<file path="config.mk">
export PLATFORM = sky130hd
export DESIGN_NAME = cpbus_slave
export DESIGN_NICKNAME = d
export VERILOG_FILES = /design/src/rtl/cpbus_pkg.sv /design/src/rtl/cpbus_decode.sv /design/src/rtl/cpbus_cycle.sv /design/src/rtl/cpbus_sync.sv /design/src/rtl/cpbus_slave.sv
export SDC_FILE = /design/constraint.sdc
export NUM_CORES = 1
export LEC_CHECK = 0
export BUFFER_PORTS_ARGS = -buffer_cell sky130_fd_sc_hd__clkbuf_2
export CAP_MARGIN = 20
export CORE_MARGIN = 1
export CORE_UTILIZATION = 47
export CTS_BUF_LIST = sky130_fd_sc_hd__clkbuf_2 sky130_fd_sc_hd__clkbuf_4 sky130_fd_sc_hd__clkbuf_8
export DETAILED_ROUTE_END_ITERATION = 12
export HOLD_SLACK_MARGIN = 0.08
export PLACE_DENSITY = 0.89
export SLEW_MARGIN = 20
export SYNTH_ARGS = -nofsm -noshare
export SYNTH_HDL_FRONTEND = slang
export SYNTH_SLANG_ARGS = --single-unit
</file>
<file path="constraint.sdc">
create_clock -name clk_i -period 3.15 [get_ports clk_i]
set_clock_uncertainty 0.05 [all_clocks]
set_input_delay 0.315 -clock clk_i [delete_from_list [all_inputs] [get_ports clk_i]]
set_output_delay 0.315 -clock clk_i [all_outputs]
set_load 0.02 [all_outputs]
</file>
<file path="src/rtl/cpbus_pkg.sv">
package cpbus_pkg;

  // Bit 0 is the direction (1 = write), bit 1 selects operand versus control
  typedef enum logic [1:0] {
    KIND_CTLRD = 2'b00,
    KIND_OPWR  = 2'b01,
    KIND_DATRD = 2'b10,
    KIND_DATWR = 2'b11
  } xfer_kind_e;

  function automatic logic kind_is_read(input xfer_kind_e k);
    return (k[0] == 1'b0);
  endfunction

endpackage

</file>
<file path="src/rtl/cpbus_decode.sv">
module cpbus_decode
  import cpbus_pkg::*;
(
  input  logic       stack_en_i,
  input  logic       sel_lo_n_i,
  input  logic       sel_hi_i,
  input  logic       fn_cmd_i,
  input  logic       fn_wr_i,
  output logic       sel_ok_o,
  output xfer_kind_e kind_o
);

  always_comb begin
    sel_ok_o = stack_en_i & ~sel_lo_n_i & sel_hi_i;
    kind_o   = xfer_kind_e'({fn_cmd_i, fn_wr_i});
  end

endmodule

</file>
<file path="src/rtl/cpbus_cycle.sv">
module cpbus_cycle
  import cpbus_pkg::*;
(
  input  logic       clk_i,
  input  logic       rst_ni,
  input  logic       start_i,
  input  logic       done_i,
  input  logic       sel_ok_i,
  input  xfer_kind_e kind_i,
  output logic       active_o,
  output xfer_kind_e kind_o,
  output logic       close_o
);

  logic       active_q, active_d;
  xfer_kind_e kind_q, kind_d;
  logic       open_en;

  always_comb begin
    open_en  = ~active_q & start_i & sel_ok_i;
    close_o  = active_q & done_i;
    active_d = active_q;
    kind_d   = kind_q;
    if (open_en) begin
      active_d = 1'b1;
      kind_d   = kind_i;
    end else if (close_o) begin
      active_d = 1'b0;
    end
  end

  always_ff @(posedge clk_i or negedge rst_ni) begin
    if (!rst_ni) begin
      active_q <= 1'b0;
      kind_q   <= KIND_CTLRD;
    end else begin
      active_q <= active_d;
      kind_q   <= kind_d;
    end
  end

  assign active_o = active_q;
  assign kind_o   = kind_q;

  // a cycle never opens without a valid select
  p_open_needs_sel_r2: assert property (@(posedge clk_i) disable iff (!rst_ni)
    (!active_q && !(start_i && sel_ok_i)) |=> !active_q);

  // captured kind holds while the cycle stays open
  p_kind_hold_r3: assert property (@(posedge clk_i) disable iff (!rst_ni)
    (active_q && !done_i) |=> (active_q && $stable(kind_q)));

  // end strobe closes an open cycle
  p_close_r4: assert property (@(posedge clk_i) disable iff (!rst_ni)
    (active_q && done_i) |=> !active_q);

endmodule

</file>
<file path="src/rtl/cpbus_sync.sv">
module cpbus_sync
  import cpbus_pkg::*;
#(
  parameter int DW    = 32,
  parameter int CNT_W = 3
) (
  input  logic             clk_i,
  input  logic             rst_ni,
  input  logic             close_i,
  input  xfer_kind_e       kind_i,
  input  logic [DW-1:0]    wr_data_i,
  input  logic [CNT_W-1:0] opnd_need_i,
  input  logic             exec_done_i,
  input  logic             fifo_rdy_i,
  output logic             busy_o,
  output logic             opnd_req_o,
  output logic             proto_err_o,
  output logic             op_vld_o,
  output logic [DW-1:0]    op_word_o,
  output logic             push_o,
  output logic [DW-1:0]    push_word_o,
  output logic             pop_o
);

  localparam logic [CNT_W-1:0] CNT_ZERO = '0;
  localparam logic [CNT_W-1:0] CNT_ONE  = CNT_W'(1);

  logic             busy_q, busy_d;
  logic [CNT_W-1:0] words_q, words_d;
  logic             err_q, err_d;
  logic             op_vld_q, push_q, pop_q;
  logic [DW-1:0]    op_word_q, push_word_q;
  logic             op_fire, op_ok, op_bad, rd_fire, wr_fire, dat_fire;

  always_comb begin
    op_fire  = close_i & (kind_i == KIND_OPWR);
    op_ok    = op_fire & ~busy_q;
    op_bad   = op_fire & busy_q;
    rd_fire  = close_i & (kind_i == KIND_DATRD);
    wr_fire  = close_i & (kind_i == KIND_DATWR);
    dat_fire = rd_fire | wr_fire;

    busy_d = busy_q;
    if (op_ok)            busy_d = 1'b1;
    else if (exec_done_i) busy_d = 1'b0;

    words_d = words_q;
    if (op_ok)                                words_d = opnd_need_i;
    else if (dat_fire && words_q != CNT_ZERO) words_d = words_q - CNT_ONE;

    err_d = err_q | op_bad;
  end

  always_ff @(posedge clk_i or negedge rst_ni) begin
    if (!rst_ni) begin
      busy_q   <= 1'b0;
      words_q  <= CNT_ZERO;
      err_q    <= 1'b0;
      op_vld_q <= 1'b0;
      push_q   <= 1'b0;
      pop_q    <= 1'b0;
    end else begin
      busy_q   <= busy_d;
      words_q  <= words_d;
      err_q    <= err_d;
      op_vld_q <= op_ok;
      push_q   <= wr_fire;
      pop_q    <= rd_fire;
    end
  end

  // Data holding registers with explicit load enables
  always_ff @(posedge clk_i or negedge rst_ni) begin
    if (!rst_ni) begin
      op_word_q   <= '0;
      push_word_q <= '0;
    end else begin
      if (op_ok)   op_word_q   <= wr_data_i;
      if (wr_fire) push_word_q <= wr_data_i;
    end
  end

  assign busy_o      = busy_q;
  assign opnd_req_o  = (words_q != CNT_ZERO) & fifo_rdy_i;
  assign proto_err_o = err_q;
  assign op_vld_o    = op_vld_q;
  assign op_word_o   = op_word_q;
  assign push_o      = push_q;
  assign push_word_o = push_word_q;
  assign pop_o       = pop_q;

  // busy only rises after an opcode write closes
  p_busy_rise_r6: assert property (@(posedge clk_i) disable iff (!rst_ni)
    $rose(busy_q) |-> $past(close_i && kind_i == KIND_OPWR));

  // completion drops busy unless a new opcode is accepted
  p_busy_clear_r7: assert property (@(posedge clk_i) disable iff (!rst_ni)
    (busy_q && exec_done_i) |=> !busy_q);

  // each operand transfer consumes one outstanding word
  p_words_dec_r8: assert property (@(posedge clk_i) disable iff (!rst_ni)
    (close_i && kind_i[1] && words_q != CNT_ZERO)
      |=> (words_q == $past(words_q) - CNT_ONE));

  // opcode while busy is dropped and flagged
  p_busy_drop_r10: assert property (@(posedge clk_i) disable iff (!rst_ni)
    (close_i && kind_i == KIND_OPWR && busy_q) |=> (!op_vld_q && err_q));

  // error flag is sticky
  p_err_sticky_r10: assert property (@(posedge clk_i) disable iff (!rst_ni)
    err_q |=> err_q);

endmodule

</file>
<file path="src/rtl/cpbus_slave.sv">
module cpbus_slave
  import cpbus_pkg::*;
#(
  parameter int DW    = 32,
  parameter int CNT_W = 3
) (
  input  logic             clk_i,
  input  logic             rst_ni,
  input  logic             stack_en_i,
  input  logic             sel_lo_n_i,
  input  logic             sel_hi_i,
  input  logic             fn_cmd_i,
  input  logic             fn_wr_i,
  input  logic             start_i,
  input  logic             done_i,
  input  logic [DW-1:0]    wr_data_i,
  output logic [DW-1:0]    rd_data_o,
  output logic             data_oe_o,
  output logic             ctl_oe_o,
  input  logic [DW-1:0]    stat_word_i,
  input  logic [DW-1:0]    fifo_word_i,
  input  logic             fifo_rdy_i,
  input  logic [CNT_W-1:0] opnd_need_i,
  input  logic             exec_done_i,
  output logic [DW-1:0]    op_word_o,
  output logic             op_vld_o,
  output logic [DW-1:0]    push_word_o,
  output logic             push_o,
  output logic             pop_o,
  output logic             busy_o,
  output logic             opnd_req_o,
  output logic             proto_err_o
);

  logic       sel_ok;
  xfer_kind_e kind_in, kind_cur;
  logic       active, close;

  cpbus_decode u_decode (
    .stack_en_i (stack_en_i),
    .sel_lo_n_i (sel_lo_n_i),
    .sel_hi_i   (sel_hi_i),
    .fn_cmd_i   (fn_cmd_i),
    .fn_wr_i    (fn_wr_i),
    .sel_ok_o   (sel_ok),
    .kind_o     (kind_in)
  );

  cpbus_cycle u_cycle (
    .clk_i    (clk_i),
    .rst_ni   (rst_ni),
    .start_i  (start_i),
    .done_i   (done_i),
    .sel_ok_i (sel_ok),
    .kind_i   (kind_in),
    .active_o (active),
    .kind_o   (kind_cur),
    .close_o  (close)
  );

  cpbus_sync #(.DW(DW), .CNT_W(CNT_W)) u_sync (
    .clk_i       (clk_i),
    .rst_ni      (rst_ni),
    .close_i     (close),
    .kind_i      (kind_cur),
    .wr_data_i   (wr_data_i),
    .opnd_need_i (opnd_need_i),
    .exec_done_i (exec_done_i),
    .fifo_rdy_i  (fifo_rdy_i),
    .busy_o      (busy_o),
    .opnd_req_o  (opnd_req_o),
    .proto_err_o (proto_err_o),
    .op_vld_o    (op_vld_o),
    .op_word_o   (op_word_o),
    .push_o      (push_o),
    .push_word_o (push_word_o),
    .pop_o       (pop_o)
  );

  // Pad enables and read source
  always_comb begin
    ctl_oe_o  = stack_en_i;
    data_oe_o = stack_en_i & active & kind_is_read(kind_cur);
    rd_data_o = '0;
    if (data_oe_o)
      rd_data_o = (kind_cur == KIND_CTLRD) ? stat_word_i : fifo_word_i;
  end

  // stack disable floats everything
  p_float_r1: assert property (@(posedge clk_i) disable iff (!rst_ni)
    !stack_en_i |-> (!ctl_oe_o && !data_oe_o));

  // bus drive begins only after an accepted start strobe
  p_drive_after_start_r5: assert property (@(posedge clk_i) disable iff (!rst_ni)
    ($rose(data_oe_o) && $past(stack_en_i)) |-> $past(start_i && sel_ok));

endmodule

</file>
==> results of run 1 <==
placed cells by master (no fill, tap or decap):
| cell | count |
|---|---|
| a21o_1 | 2 |
| a21oi_1 | 32 |
| buf_2 | 1 |
| buf_4 | 5 |
| clkbuf_2 | 212 |
| clkbuf_4 | 2 |
| clkbuf_8 | 10 |
| clkinv_2 | 2 |
| clkinv_4 | 1 |
| clkinvlp_4 | 1 |
| dfrtp_1 | 75 |
| ha_1 | 2 |
| inv_1 | 7 |
| mux2_1 | 2 |
| mux2_2 | 67 |
| mux2i_1 | 2 |
| nand2_1 | 65 |
| nand3_1 | 1 |
| nand3b_1 | 1 |
| nand4_1 | 2 |
| nand4b_1 | 1 |
| nor2_1 | 1 |
| nor2_2 | 1 |
| nor2b_1 | 2 |
| nor3_1 | 1 |
| nor3_4 | 1 |
| o21ai_0 | 1 |
| or2_2 | 1 |
| xnor2_1 | 1 |
Yosys cell counts:
cell type,number,area (um^2)
buf_4,1,7.51
mux2i_1,2,20.0
buf_2,4,20.0
nand3_1,1,5.00
a21oi_1,32,160
nor2b_1,2,12.5
nand2_1,65,244
nor2_1,2,7.51
nand4_1,2,12.5
inv_1,7,26.3
mux2_2,67,754
nor3_1,1,5.00
or2_2,1,6.26
nand4b_1,1,8.76
clkbuf_1,10,37.5
dfrtp_1,75,1880
buf_6,3,33.8
ha_1,2,25.0
nand3b_1,1,7.51
o21ai_0,1,5.00
nor3_4,1,16.3
xnor2_1,1,8.76
a21o_1,2,15.0
mux2_1,2,22.5
stage by stage:
stage	std cells	utilization [%]
after floorplan	286	-
after global placement	582	65.4
after detailed placement	582	65.4
after CTS	598	68.0
after global routing	598	68.0
final	598	68.0
logic make-up after synthesis:
| family | after synthesis | share of synthesized area, % |
|---|---|---|
| and+or+nand+nor | 77 | 9.75 |
| adders and majority gates | 2 | 0.750 |
| xor gates and xnor gates | 1 | 0.262 |
| DFF | 75 | 56.2 |
| muxes | 71 | 23.9 |
| AOI/OAI and AO/OA | 35 | 5.40 |
| buffers and inverters | 25 | 3.75 |
layout make-up:
type | count | area, um^2
sequential | 75 | 1880
fill | 530 | 2190
multi-input combinational | 186 | 1340
clock buffer | 12 | 153
clock inverter | 4 | 26.3
tap | 96 | 120
timing repair buffer | 218 | 1100
inverter | 7 | 26.3
registers in the layout (all words and copies together) (netlist names):
register            flops
u_sync.pop_o            1
u_sync.op_vld_o         1
u_sync.push_o           1
u_sync.push_word_o     32
u_cycle.kind_o          2
u_sync.words_q          3
u_sync.op_word_o       32
u_sync.proto_err_o      1
u_sync.busy_o           1
u_cycle.active_o        1
power by group through the flow:
stage	clock network [mW]	registers [mW]	logic (mW)
floorplan	0	1.67	0.433
detailed placement	0	1.40	1.17
global route	0.706	1.41	1.24
CTS	0.670	1.38	1.17
finish	0.652	1.38	1.16
global placement	0	1.37	1.13
per-layer routing:
layer	GRT usage, %	wire length [um]	up-vias
met2	41.7	4630	134
met1	26.1	3200	1394
met4	7.12	100	0
li1	-	-	1387
met3	7.52	793	8
met5	0	0	-
worst paths after layout:
check,from,to,slack [ps]
worst min-delay path,rst_ni,u_sync.op_word_o[7],150
worst max register to register,u_cycle.kind_o[0],u_sync.op_word_o[8],1370
max in group asynchronous,rst_ni,u_cycle.kind_o[0],2300
worst min register to register,u_sync.proto_err_o,u_sync.proto_err_o,420
min in group clk_i,opnd_need_i[2],u_sync.words_q[2],170
worst max-delay path,u_cycle.kind_o[1],rd_data_o[20],920
==> results.md, run 1 <==
* Status: complete, no violations
* Final wirelength at 8720 um
* Setup TNS at 0 ps
* Max-slew violations at 0
* CTS sink count at 75
* Critical Path RT at 2780 ps
* Worst skew pair latency at 330 ps
* Port bufs at 213
* Least-Margin Pin Slew at 917 ps
* Number of synthesized register bits at 75
* Row Count at 30
* Grt total ovfl at 0
* Root Driver: clkbuf_8
* Setup WS post-layout at 920 ps
* Final hold vios at 0
* P_int at 2.03 mW
* Post-DRT Antenna Nets at 0
* Post-CTS Resized at 0
* WP buf/inv at 1
* Ys Warns at 0
* Die Wd at 86.3 um
* CTS tree: yes
* Slowest CP cell: or2_2
* R2R depth at 4
* P_leak at 2.69 nW
* Final estimated routing congestion in global placement at 0.824
* Average cell area after synthesis at 11.7 um^2
* Setup WS pre-CTS at 1260 ps
* Worst path depth at 4
* Clock Pin Slew Worst Setup and Hold Paths at 70 ps
* Unrepaired setup endpoints after global routing: no
* Critical path arrival at 1860 ps
* DR pass1 iterations at 4
* Ports at 214
* Hpwl dp at 6710 um
* Seq pwr share at 43.3%
* Fin crit share at 70.8%
* Crit start category: flip-flop
* # DRC at 0
* Placed Area at 4470 um^2
* Gr usage total at 23.2%
* Netlist cell types at 24
* Post-route cell area at 4640 um^2
* Worst Setup End Kind: primary output
* Layout Nets at 609
* Mapped cell area at 3340 um^2
* Power share of the clock group at 20.4%
* HP Class: in2async
* Crit-path max FO at 32
* Global-route wire length before repair at 13200 um
* Crit path cell chain: or2_2 -> nand2_1 -> a21oi_1 -> clkbuf_2
* Number of max-cap violations at 0
* Sw Ratio at 36.4%
* Max incr delay on CP at 510 ps
* Total Power at 3.19 mW
* Max_slew headroom at 38.9%
* Sequential fraction of the synthesis area at 56.2%
* Top delay family on crit path: simple AND/OR/NAND/NOR gates
* Largest net degree at the start of global routing at 76
* Syn Nets at 398
* Total Die Area at 7440 um^2
* Worst setup path category: reg2out
* Post-CTS setup buffer count at 0
* Initial DRC Count at 46
* H-tree Lvls at 3
* Antenna violations before repair at 0
* Gate Count Post-Synth at 286
* Vias in the first global route at 2807
* Via count at 2923
* CTS max path bufs at 2
* Psw at 1.16 mW
* Die height at 86.3 um
* Hold buffers post-CTS at 0
* Layout area overhead at 39.1%
* DR vias/cell at 4.89
* Power Density at 686 nW/um^2
* Diodes inserted at 0
* Cts bufs inserted at 9
* Combinational share of power at 36.2%
* Fin crit period at 2230 ps
* Final setup vio count at 0
* Share of post-route cells with drive strength above 1 at 60.6%
* Wirelength per Cell at 14.6 um
* F_max at 449 MHz
* Peak supply drop at 0.480 mV
* Initial Util at 48.9%
* Worst hold slack at 155 ps
* Core area at 6830 um^2
No activity file was read; power rests on OpenSTA's default activity.
==> run 2, diff against run 1 <==
Settings changed: CORE_UTILIZATION 47 to 44, PLACE_DENSITY 0.89 to 0.84.
Clock period 3.15 ns to 2.1 ns, I/O delays scaled along.
==> run 2 against run 1 <==
Net effect: die area increased by 6.7%; worst hold slack got worse by 70 ps; total power increased by 61%; critical path depth unchanged; final area increased by 10%; critical path type unchanged.
==> results.md, run 2 (synthesized netlist as in run 1, its figures left out) <==
* Status: complete, no violations (unchanged)
* Peak supply drop at 0.915 mV (was 0.480 mV)
* Crit path cell chain: or2_2 -> nand2_1 -> a21oi_1 -> clkbuf_2 (unchanged)
* Slowest CP cell: dfrtp_1 (was or2_2)
* Number of fill cells at 528 (was 530)
* Critical Path RT at 1840 ps (was 2780 ps)
* Core area at 7290 um^2 (was 6830 um^2)
* Clock Pin Slew Worst Setup and Hold Paths at 90 ps (was 70 ps)
* Total Die Area at 7940 um^2 (was 7440 um^2)
* Crit start category: flip-flop (unchanged)
* Crit-path max FO at 16 (was 32)
* Power Density at 1000 nW/um^2 (was 686 nW/um^2)
* Layout Nets at 648 (was 609)
* DR pass1 iterations at 4 (unchanged)
* Worst skew pair latency at 340 ps (was 330 ps)
* Die height at 89.1 um (was 86.3 um)
* Via count at 3174 (was 2923)
* Max-slew violations at 0 (unchanged)
* Least-Margin Pin Slew at 710 ps (was 917 ps)
* Met1 Track Usage GR at 29.5% (was 26.1%)
* WP buf/inv at 1 (unchanged)
* GR peak layer: met2 (unchanged)
* F_max at 500 MHz
* Top delay family on crit path: flip-flops (was simple AND/OR/NAND/NOR gates)
* Most frequent cells in the layout: clkbuf_2, dfrtp_1, mux2_2, nand2_1, dlygate4sd3_1 (was clkbuf_2, dfrtp_1, mux2_2, nand2_1, a21oi_1)
* Initial Util at 45.8% (was 48.9%)
* Fin crit share at 95.2%
* Final estimated routing congestion in global placement at 0.770 (was 0.824)
* FF-to-FF setup slack at 430 ps (was 1370 ps)
* Layout area overhead at 53.1% (was 39.1%)
* H-tree Lvls at 3 (unchanged)
* Fin crit period at 2000 ps
* Final wirelength at 10900 um (was 8720 um)
* Final hold vios at 0 (unchanged)
* CTS sink count at 75 (unchanged)
* Root Driver: clkbuf_8 (unchanged)
* Worst Setup End Kind: primary output (unchanged)
* Ports at 214 (unchanged)
* Final setup vio count at 0 (unchanged)
* Share of post-route cells with drive strength above 1 at 56.4% (was 60.6%)
* Unrepaired setup endpoints after global routing: no (unchanged)
* Worst hold slack at 84.5 ps (was 155 ps)
* Global-route wire length before repair at 15600 um (was 13200 um)
* Multi-input gate area at 1350 um^2 (was 1340 um^2)
* Grt total ovfl at 0 (unchanged)
* Hpwl dp at 7160 um (was 6710 um)
* Max_slew headroom at 52.7% (was 38.9%)
* Number of max-cap violations at 0 (unchanged)
* Setup TNS at 0 ps (unchanged)
* Row Count at 31 (was 30)
* P_leak at 2.87 nW (was 2.69 nW)
* Largest net degree at the start of global routing at 47 (was 76)
* Critical path arrival at 1740 ps (was 1860 ps)
* Port bufs at 213 (unchanged)
* Wirelength per Cell at 17.0 um (was 14.6 um)
* CTS tree: yes (unchanged)
* # DRC at 0 (unchanged)
* Initial DRC Count at 102 (was 46)
* Storage cell area at 1880 um^2 (unchanged)
* HP Class: in2reg (was in2async)
* Die Wd at 89.1 um (was 86.3 um)
* Worst setup path category: reg2out (unchanged)
* Antenna violations before repair at 2 (was 0)
* Max incr delay on CP at 540 ps (was 510 ps)
* Post-DRT Antenna Nets at 0 (unchanged)
* DR vias/cell at 4.94 (was 4.89)
* Cts bufs inserted at 9 (unchanged)
* Grt met3 use at 8.03% (was 7.52%)
* Gr usage total at 27.4% (was 23.2%)
* M2 GR Usage at 51.0% (was 41.7%)
* Most common cell after layout, fill and taps aside: clkbuf_2 (unchanged)
* Vias in the first global route at 3135 (was 2807)
* CTS max path bufs at 2 (unchanged)
run 2: cell count changes in the layout (fill, tap and decap cells not counted), moves of 2 or more:
cell / before / now
clkinv_2: 2 / 0
dlygate4sd3_1: 0 / 38
buf_4: 5 / 1
clkinvlp_4: 1 / 3
buf_12: 0 / 3
diode_2: 0 / 2
run 2: routing by layer:
metal	vias up	part of all wire, %
met5	-	0
met4	0	1.4
met3	17	8.5
met2	181	54
met1	1507	36
li1	1469	-
run 2: where the power goes:
part | internal [mW] | leakage (nW) | switching (mW)
clock network | 0.599 | 0.0956 | 0.550
registers | 1.84 | 0.991 | 0.260
logic | 0.772 | 1.78 | 1.10
total | 3.21 | 2.87 | 1.91
run 2: through the flow:
step	setup WS (ps)	total power [mW]	cells	cell area, um^2	util, %
3_5_place_dp	287	3.86	585	4510	61.8
4_1_cts	62.4	5.06	639	5100	69.9
5_1_grt	37.9	5.38	642	5110	70.1
2_1_floorplan	378	3.16	286	3340	-
3_3_place_gp	360	3.77	585	4510	61.8
6_report	99.9	5.13	642	5110	70.1
run 2: timing repair:
| item | CTS | global route |
|---|---|---|
| buffers inserted | 0 | 0 |
| gates resized for setup | 1 | 1 |
| endpoints found under the hold margin | 95 | 0 |
| hold buffers | 38 | 0 |
| cloned | 0 | 1 |
| pin swaps | 0 | 1 |
| endpoints found under the setup margin | 32 | 4 |
run 2: cell type report:
class                   count  share of cell area [%]
diodes                      2                  0.0979
clock buffers              11                    2.84
clock inverters             5                    1.20
inverters                   7                   0.514
multi-input cells         187                    26.4
flip-flops and latches     75                    36.7
well taps                  99                    2.42
repair buffers            256                    29.8
run 2: final timing paths:
| kind | depth (start not counted) | startpoint | to |
|---|---|---|---|
| worst min register to register | 1 | u_sync.proto_err_o | u_sync.proto_err_o |
| worst max-delay path | 4 | u_cycle.kind_o[1] | rd_data_o[14] |
| worst min-delay path | 2 | opnd_need_i[2] | u_sync.words_q[2] |
| min in group asynchronous | 2 | rst_ni | u_sync.push_word_o[20] |
| worst max register to register | 6 | u_sync.words_q[0] | u_sync.words_q[0] |
| max in group asynchronous | 3 | rst_ni | u_sync.op_word_o[7] |
